`src/rtl/span_timing_pkg.sv`:
```
package span_timing_pkg;

  // Length of the high phase for a given divisor: the extra count of an odd divisor goes high.
  function automatic int unsigned high_len(input int unsigned divisor);
    return divisor - (divisor / 2);
  endfunction

  // Map a source code onto an existing input; codes past the last input fall back to input 0.
  function automatic int unsigned eff_source(input int unsigned code, input int unsigned num_src);
    return (code < num_src) ? code : 0;
  endfunction

endpackage

```
`src/rtl/src_select.sv`:
```
module src_select #(
  parameter int unsigned NUM_SRC     = 6,
  parameter int unsigned SEL_W       = 3,
  parameter int unsigned SYNC_STAGES = 2
) (
  input  logic               clk,
  input  logic               rst_n,
  input  logic [NUM_SRC-1:0] line_clk_in,
  input  logic [SEL_W-1:0]   src_sel,
  output logic               tick,
  output logic               sel_restart
);
  import span_timing_pkg::*;

  logic [NUM_SRC-1:0] synced;
  logic [SEL_W-1:0]   sel_q;
  logic [SEL_W-1:0]   eff;
  logic               picked;
  logic               picked_q;

  for (genvar g = 0; g < NUM_SRC; g++) begin : g_sync
    logic [SYNC_STAGES-1:0] chain;
    always_ff @(posedge clk or negedge rst_n) begin
      if (!rst_n) chain <= '0;
      else        chain <= {chain[SYNC_STAGES-2:0], line_clk_in[g]};
    end
    assign synced[g] = chain[SYNC_STAGES-1];
  end

  always_comb begin
    eff    = SEL_W'(eff_source(int'(src_sel), NUM_SRC));
    picked = synced[eff];
  end

  assign sel_restart = (src_sel != sel_q);
  assign tick        = picked & ~picked_q & ~sel_restart;

  always_ff @(posedge clk or negedge rst_n) begin
    if (!rst_n) begin
      sel_q    <= '0;
      picked_q <= 1'b0;
    end else begin
      sel_q    <= src_sel;
      picked_q <= picked;
    end
  end

endmodule

```
`src/rtl/ref_divider.sv`:
```
module ref_divider #(
  parameter int unsigned T1_DIV = 193,
  parameter int unsigned E1_DIV = 256,
  parameter int unsigned CNT_W  = 8
) (
  input  logic             clk,
  input  logic             rst_n,
  input  logic             tick,
  input  logic             sel_restart,
  input  logic             e1_mode,
  output logic             ref_8k,
  output logic             restart,
  output logic [CNT_W-1:0] div_cnt
);
  import span_timing_pkg::*;

  localparam logic [CNT_W-1:0] T1_LAST = CNT_W'(T1_DIV - 1);
  localparam logic [CNT_W-1:0] E1_LAST = CNT_W'(E1_DIV - 1);
  localparam logic [CNT_W:0]   T1_HIGH = (CNT_W+1)'(high_len(T1_DIV));
  localparam logic [CNT_W:0]   E1_HIGH = (CNT_W+1)'(high_len(E1_DIV));

  logic             e1_q;
  logic [CNT_W-1:0] last;
  logic [CNT_W:0]   high;
  logic [CNT_W-1:0] cnt_next;

  assign restart = sel_restart | (e1_mode != e1_q);

  always_comb begin
    last     = e1_mode ? E1_LAST : T1_LAST;
    high     = e1_mode ? E1_HIGH : T1_HIGH;
    cnt_next = (div_cnt == last) ? '0 : div_cnt + 1'b1;
  end

  always_ff @(posedge clk or negedge rst_n) begin
    if (!rst_n) begin
      e1_q    <= 1'b0;
      div_cnt <= '0;
      ref_8k  <= 1'b1;
    end else begin
      e1_q <= e1_mode;
      if (restart) begin
        div_cnt <= '0;
        ref_8k  <= 1'b1;
      end else if (tick) begin
        div_cnt <= cnt_next;
        ref_8k  <= ({1'b0, cnt_next} < high);
      end
    end
  end

endmodule

```
`src/rtl/frame_sync_gen.sv`:
```
module frame_sync_gen #(
  parameter int unsigned FRAME_LEN = 1024
) (
  input  logic clk,
  input  logic rst_n,
  input  logic rx_align_tx,
  output logic tx_fsync,
  output logic rx_fsync
);
  localparam int unsigned FW = $clog2(FRAME_LEN);
  localparam logic [FW-1:0] LAST = FW'(FRAME_LEN - 1);

  logic [FW-1:0] pos;
  logic          boundary;
  logic          rx_early;

  assign boundary = (pos == LAST);

  always_ff @(posedge clk or negedge rst_n) begin
    if (!rst_n) begin
      pos      <= '0;
      tx_fsync <= 1'b0;
    end else begin
      pos      <= boundary ? '0 : pos + 1'b1;
      tx_fsync <= boundary;
    end
  end

  // Launched on the falling edge: leads the transmit pulse by half a clock.
  always_ff @(negedge clk or negedge rst_n) begin
    if (!rst_n) rx_early <= 1'b0;
    else        rx_early <= boundary;
  end

  assign rx_fsync = rx_align_tx ? tx_fsync : rx_early;

endmodule

```
`src/rtl/span_timing_gen.sv`:
```
module span_timing_gen #(
  parameter int unsigned NUM_SRC     = 6,
  parameter int unsigned SEL_W       = 3,
  parameter int unsigned SYNC_STAGES = 2,
  parameter int unsigned T1_DIV      = 193,
  parameter int unsigned E1_DIV      = 256,
  parameter int unsigned FRAME_LEN   = 1024
) (
  input  logic               clk,
  input  logic               rst_n,
  input  logic [NUM_SRC-1:0] line_clk_in,
  input  logic [SEL_W-1:0]   src_sel,
  input  logic               e1_mode,
  input  logic               rx_align_tx,
  output logic               ref_8k,
  output logic               tx_fsync,
  output logic               rx_fsync,
  output logic               rx_bp_clk_n
);
  localparam int unsigned MAX_DIV = (T1_DIV > E1_DIV) ? T1_DIV : E1_DIV;
  localparam int unsigned CNT_W   = $clog2(MAX_DIV);

  logic             tick;
  logic             sel_restart;
  logic             div_restart;
  logic [CNT_W-1:0] div_cnt;

  src_select #(
    .NUM_SRC(NUM_SRC), .SEL_W(SEL_W), .SYNC_STAGES(SYNC_STAGES)
  ) u_sel (
    .clk(clk), .rst_n(rst_n), .line_clk_in(line_clk_in), .src_sel(src_sel),
    .tick(tick), .sel_restart(sel_restart)
  );

  ref_divider #(
    .T1_DIV(T1_DIV), .E1_DIV(E1_DIV), .CNT_W(CNT_W)
  ) u_div (
    .clk(clk), .rst_n(rst_n), .tick(tick), .sel_restart(sel_restart),
    .e1_mode(e1_mode), .ref_8k(ref_8k), .restart(div_restart), .div_cnt(div_cnt)
  );

  frame_sync_gen #(
    .FRAME_LEN(FRAME_LEN)
  ) u_frm (
    .clk(clk), .rst_n(rst_n), .rx_align_tx(rx_align_tx),
    .tx_fsync(tx_fsync), .rx_fsync(rx_fsync)
  );

  assign rx_bp_clk_n = ~clk;

endmodule

```
`config.mk`:
```
export PLATFORM = sky130hd
export DESIGN_NAME = span_timing_gen
export DESIGN_NICKNAME = d
export VERILOG_FILES = /design/src/rtl/span_timing_pkg.sv /design/src/rtl/src_select.sv /design/src/rtl/ref_divider.sv /design/src/rtl/frame_sync_gen.sv /design/src/rtl/span_timing_gen.sv
export SDC_FILE = /design/constraint.sdc
export NUM_CORES = 1
export LEC_CHECK = 0
export ABC_CLOCK_PERIOD_IN_PS = 3300
export BUFFER_PORTS_ARGS = -buffer_cell sky130_fd_sc_hd__buf_2
export CAP_MARGIN = 10
export CORE_MARGIN = 3
export CORE_UTILIZATION = 58
export DETAILED_ROUTE_END_ITERATION = 7
export HOLD_SLACK_MARGIN = 0.08
export PLACE_DENSITY = 0.85
export SYNTH_ARGS = -nofsm -noshare
export SYNTH_HDL_FRONTEND = slang
export SYNTH_HIERARCHICAL = 1
export SYNTH_SLANG_ARGS = --single-unit
```
`constraint.sdc`:
```
create_clock -name clk -period 3.3 [get_ports clk]
set_input_delay 0.165 -clock clk [delete_from_list [all_inputs] [get_ports clk]]
set_output_delay 0.165 -clock clk [all_outputs]
set_load 0.01 [all_outputs]
```
---- Word-level counts from Yosys, hierarchy flattened ----
Cells that the tools add are included.
cells by class
  add/subtract/negate cells ............... 2
  order comparisons ....................... 3
  bitwise logic cells ..................... 6
  eq/ne operators ......................... 4
  mux-type cells .......................... 12
  reduce and logical (&&, ||, !) cells .... 1
operators with widths
  operator               number
  $mux 8                 4
  $add 10x1->10 const B  1
  $eq 10x10->1 const B   1
  $mux 10                1
  $lt 8x9->1             1
  $add 8x1->8 const B    1
  $eq 8x8->1             1
  $mux 6                 1
  $lt 3x4->1 const B     1
  $mux 1                 4
  $bmux 1 s3             1
  $lt 3x3->1 const B     1
  $mux 3                 1
  $ne 3x3->1             1
  $not 1->1              3
  $and 1x1->1            2
  $reduce_bool 2->1      1
  $ne 1x1->1             1
  $or 1x1->1             1
storage, ports and cells
  logic and storage cells ................. 42
  output and inout bits ................... 4
  bits of input ports ..................... 13
  flip-flop bits (word level) ............. 38

---- Logic depth before layout (Yosys ltp) ----
Gate-level depths: netlist of the first run.
  depth after elaboration ................. 8
  mapped depth ............................ 10
  depth with buffers taken out ............ 10

---- Cells and area by module ----
Netlist of the first run, hierarchy kept.
by module, submodules not included
  module           area an instance (um2)  sequential area each (um2)  cells an instance  instances
  ref_divider      774.5                   251.5                       79                 1
  frame_sync_gen   534.3                   300.3                       45                 1
  src_select       514.2                   400.4                       29                 1
  span_timing_gen  3.8                     0.0                         1                  1

==> results of run 1 <==
[timing repair]
action / in CTS / in global routing
hold buffers: 11 / 0
buffers inserted: 0 / 0
endpoints found under the hold margin: 46 / 0
[final cells by class]
cell class,instances,area (µm²),share of cell area
well taps,42,52.6,0.0245
clock buffers,6,42.5,0.0199
repair buffers,28,200,0.0935
clock inverters,4,50.0,0.0234
flip-flops and latches,38,952,0.445
multi-input cells,108,828,0.387
inverters,4,15.0,0.00701
[per-stage QoR]
step	worst slack [ns]	hold WS [ns]	utilization	instances
after global routing	0.304	0.366	0.744	230
after detailed placement	0.593	0.271	0.677	211
final	0.412	0.365	0.744	230
after CTS	0.432	0.358	0.744	230
after floorplan	0.565	-0.131	-	154
after global placement	0.627	0.260	0.677	211
[placed cells by master, fill, tap and decap left out, types with 4 or more instances in the layout]
cell type and count:
sky130_fd_sc_hd__a211oi_1 5, sky130_fd_sc_hd__nand2_1 4, sky130_fd_sc_hd__dfrtp_1 36, sky130_fd_sc_hd__xor2_1 8
sky130_fd_sc_hd__a21oi_1 4, sky130_fd_sc_hd__clkbuf_4 5, sky130_fd_sc_hd__buf_2 16, sky130_fd_sc_hd__nor3_1 6
sky130_fd_sc_hd__xnor2_1 7, sky130_fd_sc_hd__nand3_1 9, sky130_fd_sc_hd__dlygate4sd3_1 11, sky130_fd_sc_hd__ha_1 5
sky130_fd_sc_hd__nor2_1 10, sky130_fd_sc_hd__inv_1 5
[power by group]
group,internal (µW),total (µW),switching (µW),leakage [µW]
logic,27.9,58.4,30.5,0.000422
clock network,172,359,187,0.0000511
registers,477,481,3.69,0.000473
total,677,898,221,0.000946
[registers in the layout, indices dropped and copies added, names as in the netlist]
name,count
u_div/e1_q,1
u_frm/rx_early,1
u_sel/sel_q,3
u_div/div_cnt,8
u_sel/g_sync.chain,12
u_div/ref_8k,1
u_frm/tx_fsync,1
u_sel/picked_q,1
u_frm/pos,10
[worst paths after layout]
| check | slack [ns] | start | depth (start not counted) | endpoint |
|---|---|---|---|---|
| setup reg to reg | 0.54 | u_frm/pos[0]$_DFF_PN0_ | 3 | u_frm/rx_early$_DFF_NN0_ |
| max in group asynchronous | 1.46 | rst_n | 2 | u_frm/rx_early$_DFF_NN0_ |
| hold / removal | 0.36 | u_sel/g_sync[2].chain[0]$_DFF_PN0_ | 0 | u_sel/g_sync[2].chain[1]$_DFF_PN0_ |
| min in group asynchronous | 0.45 | rst_n | 3 | u_sel/g_sync[3].chain[0]$_DFF_PN0_ |
| hold reg to reg | 0.36 | u_sel/g_sync[2].chain[0]$_DFF_PN0_ | 0 | u_sel/g_sync[2].chain[1]$_DFF_PN0_ |
| setup / recovery | 0.41 | u_frm/rx_early$_DFF_NN0_ | 2 | rx_fsync |
[cell families after synthesis]
family,synth area share
and+or+nand+nor,0.171
DFF,0.521
AOI/OAI and AO/OA,0.151
xor gates and xnor gates,0.0719
buffers and inverters,0.0253
adders and majority gates,0.0342
muxes,0.0247
[synth_stat cells, drive strengths merged, types with 3 or more instances]
master and count:
a211oi 5, a21oi 6, and2 3, and3 3
buf 3, dfrtp 36, ha 5, inv 5
mux2 4, nand2 4, nand2b 3, nand3 10
nor2 10, nor3 6, o21ai 3, xnor2 7
xor2 8
[worst register-to-register path: stages, from the launching register on]
cell                      delay, ns
sky130_fd_sc_hd__dfrtp_1       0.45
sky130_fd_sc_hd__ha_1          0.25
sky130_fd_sc_hd__nand2_1       0.17
sky130_fd_sc_hd__nor4_4        0.07
[routing by layer]
metal / global-route usage / vias up / share of wire
met4: 0.0608 / 0 / 0.014
met1: 0.231 / 667 / 0.41
met3: 0.0450 / 8 / 0.035
met5: 0 / - / 0
met2: 0.386 / 26 / 0.54
li1: - / 627 / -
==> impl_metrics.py, run 1 <==
metrics = {
    "yosys": {
        "ys_ff_latch": 38,
        "yosysTopAreaCell": "sky130_fd_sc_hd__dfrtp_1",
        "postSynthAreaPerCell_um2": 11.9,
        "synth-seq-area-share": 0.521,
        "synth_area_mm2": 0.00183,
        "mappedNetlistNets": 172,
        "synth_top_flop_cell": "sky130_fd_sc_hd__dfrtp_1",
        "synthTopCellsByArea": "sky130_fd_sc_hd__dfrtp_1, sky130_fd_sc_hd__xor2_1, sky130_fd_sc_hd__ha_1",
        "ys_async_sr_fraction": 1.00,
        "synth-edff-count": 0,
        "synth_cell_types": 53,
        "synth_top_area_share": 0.493,
        "yosys_warnings": 6,
        "syn-instance-count": 154,
    },
    "setup_path": {
        "timing.critical_path.fanout_max": 1,
        "timing.critical_path.required_ns": 3.13,
        "critical_path_buf_inv_count": 1,
        "timing.critical_path.slowest_cell_delay_ns": 0.34,
        "path_delay_family": "flip-flops",
        "timing.setup.critical_path_class": "reg -> out",
        "critical_path.slowest_cell": "sky130_fd_sc_hd__dfrtn_1",
        "timing.critical_path.from_type": "flip-flop",
        "kind_of_capture_point_of_the_worst_setup_path": "output port",
        "ordered_cell_list_for_the_critical_path": "mux2_2, buf_2",
        "arrival_ns": 2.72,
    },
    "cells_and_area": {
        "fillerInstances": 191,
        "antenna_cells": 0,
        "post-route-cell-area_mm2": 0.00214,
        "post_route_cells_drive_above_1_share": 0.245,
        "layout-area-overhead-vs-synth_pct": 17.2,
        "layout.nets": 205,
    },
    "sta": {
        "skew_ns": 0.0170,
        "drv_slew": 0,
        "grt_setup_unrepaired": "false",
        "setup-violations-final": 0,
        "report.final.hold_viol_count": 0,
        "final.setup.tns_ns": 0,
        "max_slew_margin": 0.519,
        "slew_of_the_pin_with_the_lowest_slew_margin_ns": 0.720,
    },
    "drt": {
        "total_length_of_routed_wires_um": 3590,
        "dr_total_vias": 1328,
        "routed_wire_length_per_instance_um": 15.6,
        "mean_number_of_vias_per_cell": 5.77,
        "detail_route.drc_violations": 0,
        "antenna_violating_nets_left": 0,
        "drt_iter0_drc": 73,
        "detail_route.first_pass.iterations": 4,
    },
    "cts": {
        "cts_made_buffers": 5,
        "tritoncts_clock_tree": "yes",
        "cts.root.buffer_cell": "sky130_fd_sc_hd__clkbuf_4",
        "post_cts_resize_count": 0,
        "source_to_sink_clock_delay_at_the_later_pin_of_the_worst_skew_pair_ns": 0.36,
        "cts_max_path_buffers": 2,
        "clk_transition_reported_paths_ns": 0.13,
        "cts-htree-levels": 2,
    },
    "placement": {
        "placedInstanceArea_mm2": 0.00195,
        "post-dp-hpwl_um": 2360,
        "gp_congestion": 0.802,
        "buffer_ports.inserted": 16,
    },
    "pwr": {
        "power_leakage_uw": 0.000946,
        "report.power.total_uw": 898,
        "power_per_cell_area_mw_per_mm2": 419,
        "ir_drop_uv": 294,
    },
    "global_routing": {
        "grt_first_pass_wirelength_um": 6270,
        "globalRouteTotalUtil": 0.205,
        "first_global_vias": 1393,
        "pin_count_of_the_biggest_net_entering_global_routing": 38,
        "antenna_found_initial": 0,
        "globalRoute.totalOverflow": 0,
    },
    "die": {
        "die_height_um": 62.1,
        "initial_core_util": 0.635,
        "boundaryPins": 17,
        "fp.coreArea_mm2": 0.00288,
        "placement_rows": 19,
        "fp.dieW_um": 62.1,
        "dieArea_mm2": 0.00386,
    },
    "outcome": {
        "status": "completed",
    },
    "job": {
        "max_cap_viol_count": 0,
    },
    "worst_hold_path": {
        "timing.hold.worst.class": "reg -> reg",
    },
}
Note: power is estimated with default switching activity, not from simulation.
==> inputs of run 2 (changes only) <==
Settings changed: REMOVE_ABC_BUFFERS set to 1.
==> impl_metrics.py, run 2 (synthesis results as in run 1) <==
metrics = {
    "outcome": {
        "status": "completed",
    },
    "global_routing": {
        "grt_busiest_layer": "met2",
        "globalRouteMet2Util": 0.340,
        "met3_capacity_usage_during_global_routing": 0.0486,
        "globalRouteTotalUtil": 0.195,
        "pin_count_of_the_biggest_net_entering_global_routing": 38,
        "antenna_found_initial": 0,
        "grtUsageMet1": 0.229,
        "grt_first_pass_wirelength_um": 5930,
        "globalRoute.totalOverflow": 0,
        "first_global_vias": 1303,
    },
    "placement": {
        "buffer_ports.inserted": 16,
        "gp_congestion": 0.868,
        "post-dp-hpwl_um": 2390,
        "pre_cts_slack_ns": 0.547,
        "post-place-cells": 211,
        "placedInstanceArea_mm2": 0.00195,
    },
    "cts": {
        "cts-htree-levels": 2,
        "postCtsSetupBuffers": 0,
        "cts_made_buffers": 5,
        "clk_transition_reported_paths_ns": 0.13,
        "post_cts_resize_count": 0,
        "source_to_sink_clock_delay_at_the_later_pin_of_the_worst_skew_pair_ns": 0.34,
        "cts_max_path_buffers": 2,
        "tritoncts_clock_tree": "yes",
        "cts.root.buffer_cell": "sky130_fd_sc_hd__clkbuf_4",
        "holdBufCountCts": 11,
    },
    "pwr": {
        "switching_power_uw": 212,
        "power.clock.fraction": 0.373,
        "switching_portion_of_total_power": 0.247,
        "combinationalPowerShare": 0.068,
        "power_leakage_uw": 0.000949,
        "internal-power_uw": 647,
        "ir_drop_uv": 422,
        "seqPwrFrac": 0.560,
        "power_per_cell_area_mw_per_mm2": 403,
    },
    "sta": {
        "max_slew_margin": 0.521,
        "drv_slew": 0,
        "setup_slack_ns": 0.415,
        "report.final.hold_viol_count": 0,
        "skew_ns": 0.0186,
        "grt_setup_unrepaired": "false",
        "slew_of_the_pin_with_the_lowest_slew_margin_ns": 0.717,
        "setup-violations-final": 0,
        "final.setup.tns_ns": 0,
    },
    "die": {
        "die_height_um": 62.1,
        "fp.dieW_um": 62.1,
        "boundaryPins": 17,
        "initial_core_util": 0.635,
        "placement_rows": 19,
        "fp.coreArea_mm2": 0.00288,
        "dieArea_mm2": 0.00386,
    },
    "drt": {
        "detail_route.drc_violations": 0,
        "dr_total_vias": 1290,
        "drt_iter0_drc": 79,
        "mean_number_of_vias_per_cell": 5.61,
        "detail_route.first_pass.iterations": 4,
        "antenna_violating_nets_left": 0,
        "total_length_of_routed_wires_um": 3430,
        "routed_wire_length_per_instance_um": 14.9,
    },
    "cells_and_area": {
        "largest_register_ffs": 12,
        "final_cell_mix": "sky130_fd_sc_hd__dfrtp_1, sky130_fd_sc_hd__buf_2, sky130_fd_sc_hd__dlygate4sd3_1, sky130_fd_sc_hd__nor2_1, sky130_fd_sc_hd__nand3_1",
        "layout-area-overhead-vs-synth_pct": 16.8,
        "final_non_filler_cell_total": 230,
        "antenna_cells": 0,
        "post-route-cell-area_mm2": 0.00213,
        "fillerInstances": 208,
        "total_area_of_multi_input_combinational_cells_um2": 828,
        "post_route_cells_drive_above_1_share": 0.245,
        "ff_latch_area_um2": 952,
        "layout.nets": 205,
        "layout_commonest_cell": "sky130_fd_sc_hd__dfrtp_1",
        "biggest_registers_after_layout": "u_sel/g_sync.chain: 12 flops, u_frm/pos: 10 flops, u_div/div_cnt: 8 flops",
        "largest-register": "u_sel/g_sync.chain",
    },
    "setup_path": {
        "kind_of_capture_point_of_the_worst_setup_path": "output port",
        "timing.setup.critical_path_class": "reg -> out",
        "timing.critical_path.fanout_max": 1,
        "arrival_ns": 2.72,
        "timing.critical_path.from_type": "flip-flop",
        "timing.critical_path.required_ns": 3.13,
    },
    "job": {
        "max_cap_viol_count": 0,
    },
    "worst_hold_path": {
        "timing.hold.worst.class": "reg -> reg",
    },
}
## run 2: changes by cell type in the layout (fill, tap and decap cells not counted)
cell                         before  now
sky130_fd_sc_hd__inv_4            0    1
sky130_fd_sc_hd__clkinvlp_4       1    0
sky130_fd_sc_hd__bufinv_16        1    0
sky130_fd_sc_hd__clkbuf_16        0    1
## run 2: area by class of cell
class | count | share of cell area
clock buffer | 7 | 0.0317
sequential | 38 | 0.446
multi-input combinational | 108 | 0.388
tap | 42 | 0.0246
clock inverter | 3 | 0.00879
inverter | 4 | 0.00703
timing repair buffer | 28 | 0.0938
## run 2: final timing paths
path | startpoint | endpoint | slack [ns] | cells past startpoint
min reg2reg | u_sel/g_sync[4].chain[0]$_DFF_PN0_ | u_sel/g_sync[4].chain[1]$_DFF_PN0_ | 0.36 | 0
max | u_frm/rx_early$_DFF_NN0_ | rx_fsync | 0.41 | 2
max reg2reg | u_frm/pos[0]$_DFF_PN0_ | u_frm/rx_early$_DFF_NN0_ | 0.52 | 3
max in group asynchronous | rst_n | u_frm/rx_early$_DFF_NN0_ | 1.49 | 2
min in group asynchronous | rst_n | u_sel/sel_q[0]$_DFF_PN0_ | 0.42 | 3
min | u_sel/g_sync[4].chain[0]$_DFF_PN0_ | u_sel/g_sync[4].chain[1]$_DFF_PN0_ | 0.36 | 0
## run 2: worst max-delay path: stages (launching register included)
cell                      delay (ns)
sky130_fd_sc_hd__dfrtn_1        0.35
sky130_fd_sc_hd__mux2_2         0.26
sky130_fd_sc_hd__buf_2          0.14
## run 2: power groups by stage
stage	clock network, µW	logic, µW	registers, µW
5_1_grt	357	64.1	482
4_1_cts	328	58.3	481
3_3_place_gp	22.0	45.6	489
6_report	320	58.2	481
3_5_place_dp	22.0	47.9	490
2_1_floorplan	11.9	23.0	489
## run 2: metal layers
layer  vias up  wire length [µm]
met3         8               112
met5         -                 0
met4         0                53
li1        625                 -
met2        30              1870
met1       627              1400
## run 2: per-stage QoR
| step | total power, µW | hold slack (ns) | util |
|---|---|---|---|
| after global routing | 903 | 0.372 | 0.742 |
| after global placement | 557 | 0.270 | 0.677 |
| after detailed placement | 560 | 0.274 | 0.677 |
| after CTS | 868 | 0.364 | 0.742 |
| after floorplan | 524 | -0.131 | - |
| final | 860 | 0.363 | 0.742 |
==> inputs of run 3 (changes only) <==
--- a/config.mk
+++ b/config.mk
@@ -6,4 +6,5 @@
 export NUM_CORES = 1
 export LEC_CHECK = 0
+export ABC_AREA = 0
 export ABC_CLOCK_PERIOD_IN_PS = 3300
 export BUFFER_PORTS_ARGS = -buffer_cell sky130_fd_sc_hd__buf_2
==> constraint.sdc (replaced) <==
create_clock -name clk -period 3.3 [get_ports clk]
set_input_delay 0.66 -clock clk [delete_from_list [all_inputs] [get_ports clk]]
set_output_delay 0.66 -clock clk [all_outputs]
set_load 0.01 [all_outputs]
==> impl_metrics.py, run 3 (synthesis results as in run 1) <==
metrics = {
    "drt": {
        "total_length_of_routed_wires_um": 3070,
        "drt_iter0_drc": 66,
        "mean_number_of_vias_per_cell": 5.62,
        "dr_total_vias": 1231,
        "detail_route.drc_violations": 0,
        "routed_wire_length_per_instance_um": 14.0,
        "detail_route.first_pass.iterations": 4,
        "antenna_violating_nets_left": 0,
    },
    "cts": {
        "source_to_sink_clock_delay_at_the_later_pin_of_the_worst_skew_pair_ns": 0.33,
        "cts_max_path_buffers": 2,
        "tritoncts_clock_tree": "yes",
        "cts_made_buffers": 5,
        "cts-htree-levels": 2,
        "clk_transition_reported_paths_ns": 0.12,
        "holdBufCountCts": 0,
        "cts.root.buffer_cell": "sky130_fd_sc_hd__clkbuf_4",
    },
    "sta": {
        "setup-violations-final": 1,
        "setup_slack_ns": -0.0537,
        "grt_setup_unrepaired": "true",
        "slew_of_the_pin_with_the_lowest_slew_margin_ns": 0.685,
        "max_slew_margin": 0.542,
        "skew_ns": 0.0162,
        "drv_slew": 0,
        "final.setup.tns_ns": -0.0537,
        "report.final.hold_viol_count": 0,
    },
    "die": {
        "dieArea_mm2": 0.00386,
        "fp.coreArea_mm2": 0.00288,
        "fp.dieW_um": 62.1,
        "initial_core_util": 0.635,
        "die_height_um": 62.1,
        "boundaryPins": 17,
        "placement_rows": 19,
    },
    "setup_path": {
        "ordered_cell_list_for_the_critical_path": "mux2_2, buf_6",
        "timing.critical_path.required_ns": 2.64,
        "timing.critical_path.from_type": "flip-flop",
        "kind_of_capture_point_of_the_worst_setup_path": "output port",
        "timing.setup.critical_path_class": "reg -> out",
        "arrival_ns": 2.69,
        "timing.critical_path.slowest_cell_delay_ns": 0.34,
        "critical_path.slowest_cell": "sky130_fd_sc_hd__dfrtn_1",
        "timing.critical_path.fanout_max": 1,
    },
    "global_routing": {
        "globalRouteTotalUtil": 0.181,
        "grt_first_pass_wirelength_um": 5550,
        "pin_count_of_the_biggest_net_entering_global_routing": 38,
        "globalRouteMet2Util": 0.328,
        "antenna_found_initial": 0,
        "first_global_vias": 1286,
        "met3_capacity_usage_during_global_routing": 0.0378,
        "grtUsageMet1": 0.203,
        "grt_busiest_layer": "met2",
        "globalRoute.totalOverflow": 0,
    },
    "cells_and_area": {
        "largest-register": "u_sel/g_sync.chain",
        "fillerInstances": 209,
        "layout.nets": 194,
        "post_route_cells_drive_above_1_share": 0.260,
        "layout_commonest_cell": "sky130_fd_sc_hd__dfrtp_1",
        "final_cell_mix": "sky130_fd_sc_hd__dfrtp_1, sky130_fd_sc_hd__buf_2, sky130_fd_sc_hd__nor2_1, sky130_fd_sc_hd__nand3_1, sky130_fd_sc_hd__xor2_1",
        "final_non_filler_cell_total": 219,
        "layout-area-overhead-vs-synth_pct": 9.93,
        "biggest_registers_after_layout": "u_sel/g_sync.chain: 12 flops, u_frm/pos: 10 flops, u_div/div_cnt: 8 flops",
        "antenna_cells": 0,
        "ff_latch_area_um2": 952,
        "largest_register_ffs": 12,
        "total_area_of_multi_input_combinational_cells_um2": 828,
    },
    "worst_hold_path": {
        "timing.hold.worst.class": "reg -> reg",
    },
    "placement": {
        "gp_congestion": 0.904,
        "post-place-cells": 211,
        "post-dp-hpwl_um": 2310,
        "buffer_ports.inserted": 16,
    },
    "job": {
        "max_cap_viol_count": 0,
    },
    "pwr": {
        "power_leakage_uw": 0.000895,
        "power_per_cell_area_mw_per_mm2": 391,
        "ir_drop_uv": 412,
    },
    "outcome": {
        "failed_checks": "setup timing",
        "status": "complete, but fails checks",
    },
}
run 3: cell types whose count changed in the layout (fill, tap and decap cells not counted):
cell / previous run / this run
sky130_fd_sc_hd__dlygate4sd3_1: 11 / 0
sky130_fd_sc_hd__inv_4: 1 / 2
sky130_fd_sc_hd__clkbuf_16: 1 / 0
sky130_fd_sc_hd__inv_6: 1 / 0
sky130_fd_sc_hd__buf_6: 0 / 1
sky130_fd_sc_hd__buf_2: 16 / 15
sky130_fd_sc_hd__clkinv_2: 0 / 1
run 3: worst paths after layout:
check                                              startpoint                                 end  slack, ns  cells after the start
setup reg to reg                       u_frm/pos[0]$_DFF_PN0_            u_frm/rx_early$_DFF_NN0_       0.55                      3
hold reg to reg            u_sel/g_sync[0].chain[0]$_DFF_PN0_  u_sel/g_sync[0].chain[1]$_DFF_PN0_       0.36                      0
max in group asynchronous                               rst_n            u_frm/rx_early$_DFF_NN0_       1.52                      1
hold / removal             u_sel/g_sync[0].chain[0]$_DFF_PN0_  u_sel/g_sync[0].chain[1]$_DFF_PN0_       0.36                      0
min in group asynchronous                               rst_n  u_sel/g_sync[3].chain[1]$_DFF_PN0_       0.38                      2
setup / recovery                     u_frm/rx_early$_DFF_NN0_                            rx_fsync      -0.05                      2
run 3: metrics by stage:
| step | total power [µW] | setup slack, ns | instance area (µm²) | utilization | hold slack, ns |
|---|---|---|---|---|---|
| after floorplan | 524 | 0.411 | 1800 | - | 0.331 |
| after global placement | 557 | 0.306 | 1950 | 0.677 | 0.334 |
| after detailed placement | 560 | 0.284 | 1950 | 0.677 | 0.335 |
| after CTS | 797 | -0.0783 | 2010 | 0.698 | 0.363 |
| after global routing | 832 | -0.100 | 2010 | 0.698 | 0.380 |
| final | 784 | -0.0537 | 2010 | 0.698 | 0.361 |
run 3: repair_timing:
action,CTS,global route
gates resized for setup,1,0
pin swaps,0,0
setup endpoints to repair,1,1
buffers inserted,0,0
run 3: area by class of cell:
class / instances / share of cell area
Inverter: 4 / 0.00748
Multi-Input combinational cell: 108 / 0.412
Clock inverter: 4 / 0.0106
Timing Repair Buffer: 17 / 0.0480
Sequential cell: 38 / 0.474
Clock buffer: 6 / 0.0212
Tap cell: 42 / 0.0262
run 3: worst max-delay path, delay by kind of cell, from the launching register on:
family / cells / cell delay, ns
buffers and inverters: 1 / 0.12
muxes: 1 / 0.27
DFF: 1 / 0.34
run 3: routing by layer:
layer / part of all wire / vias to the layer above
met5: 0 / -
met4: 0.0055 / 0
met3: 0.028 / 2
met2: 0.54 / 19
met1: 0.43 / 599
li1: - / 611
run 3: power by group:
group          leakage, µW  internal, µW  switching [µW]  total, µW
registers         0.000473           477            3.89        481
clock network    0.0000451          92.9             164        257
logic             0.000376          19.4            27.7       47.1
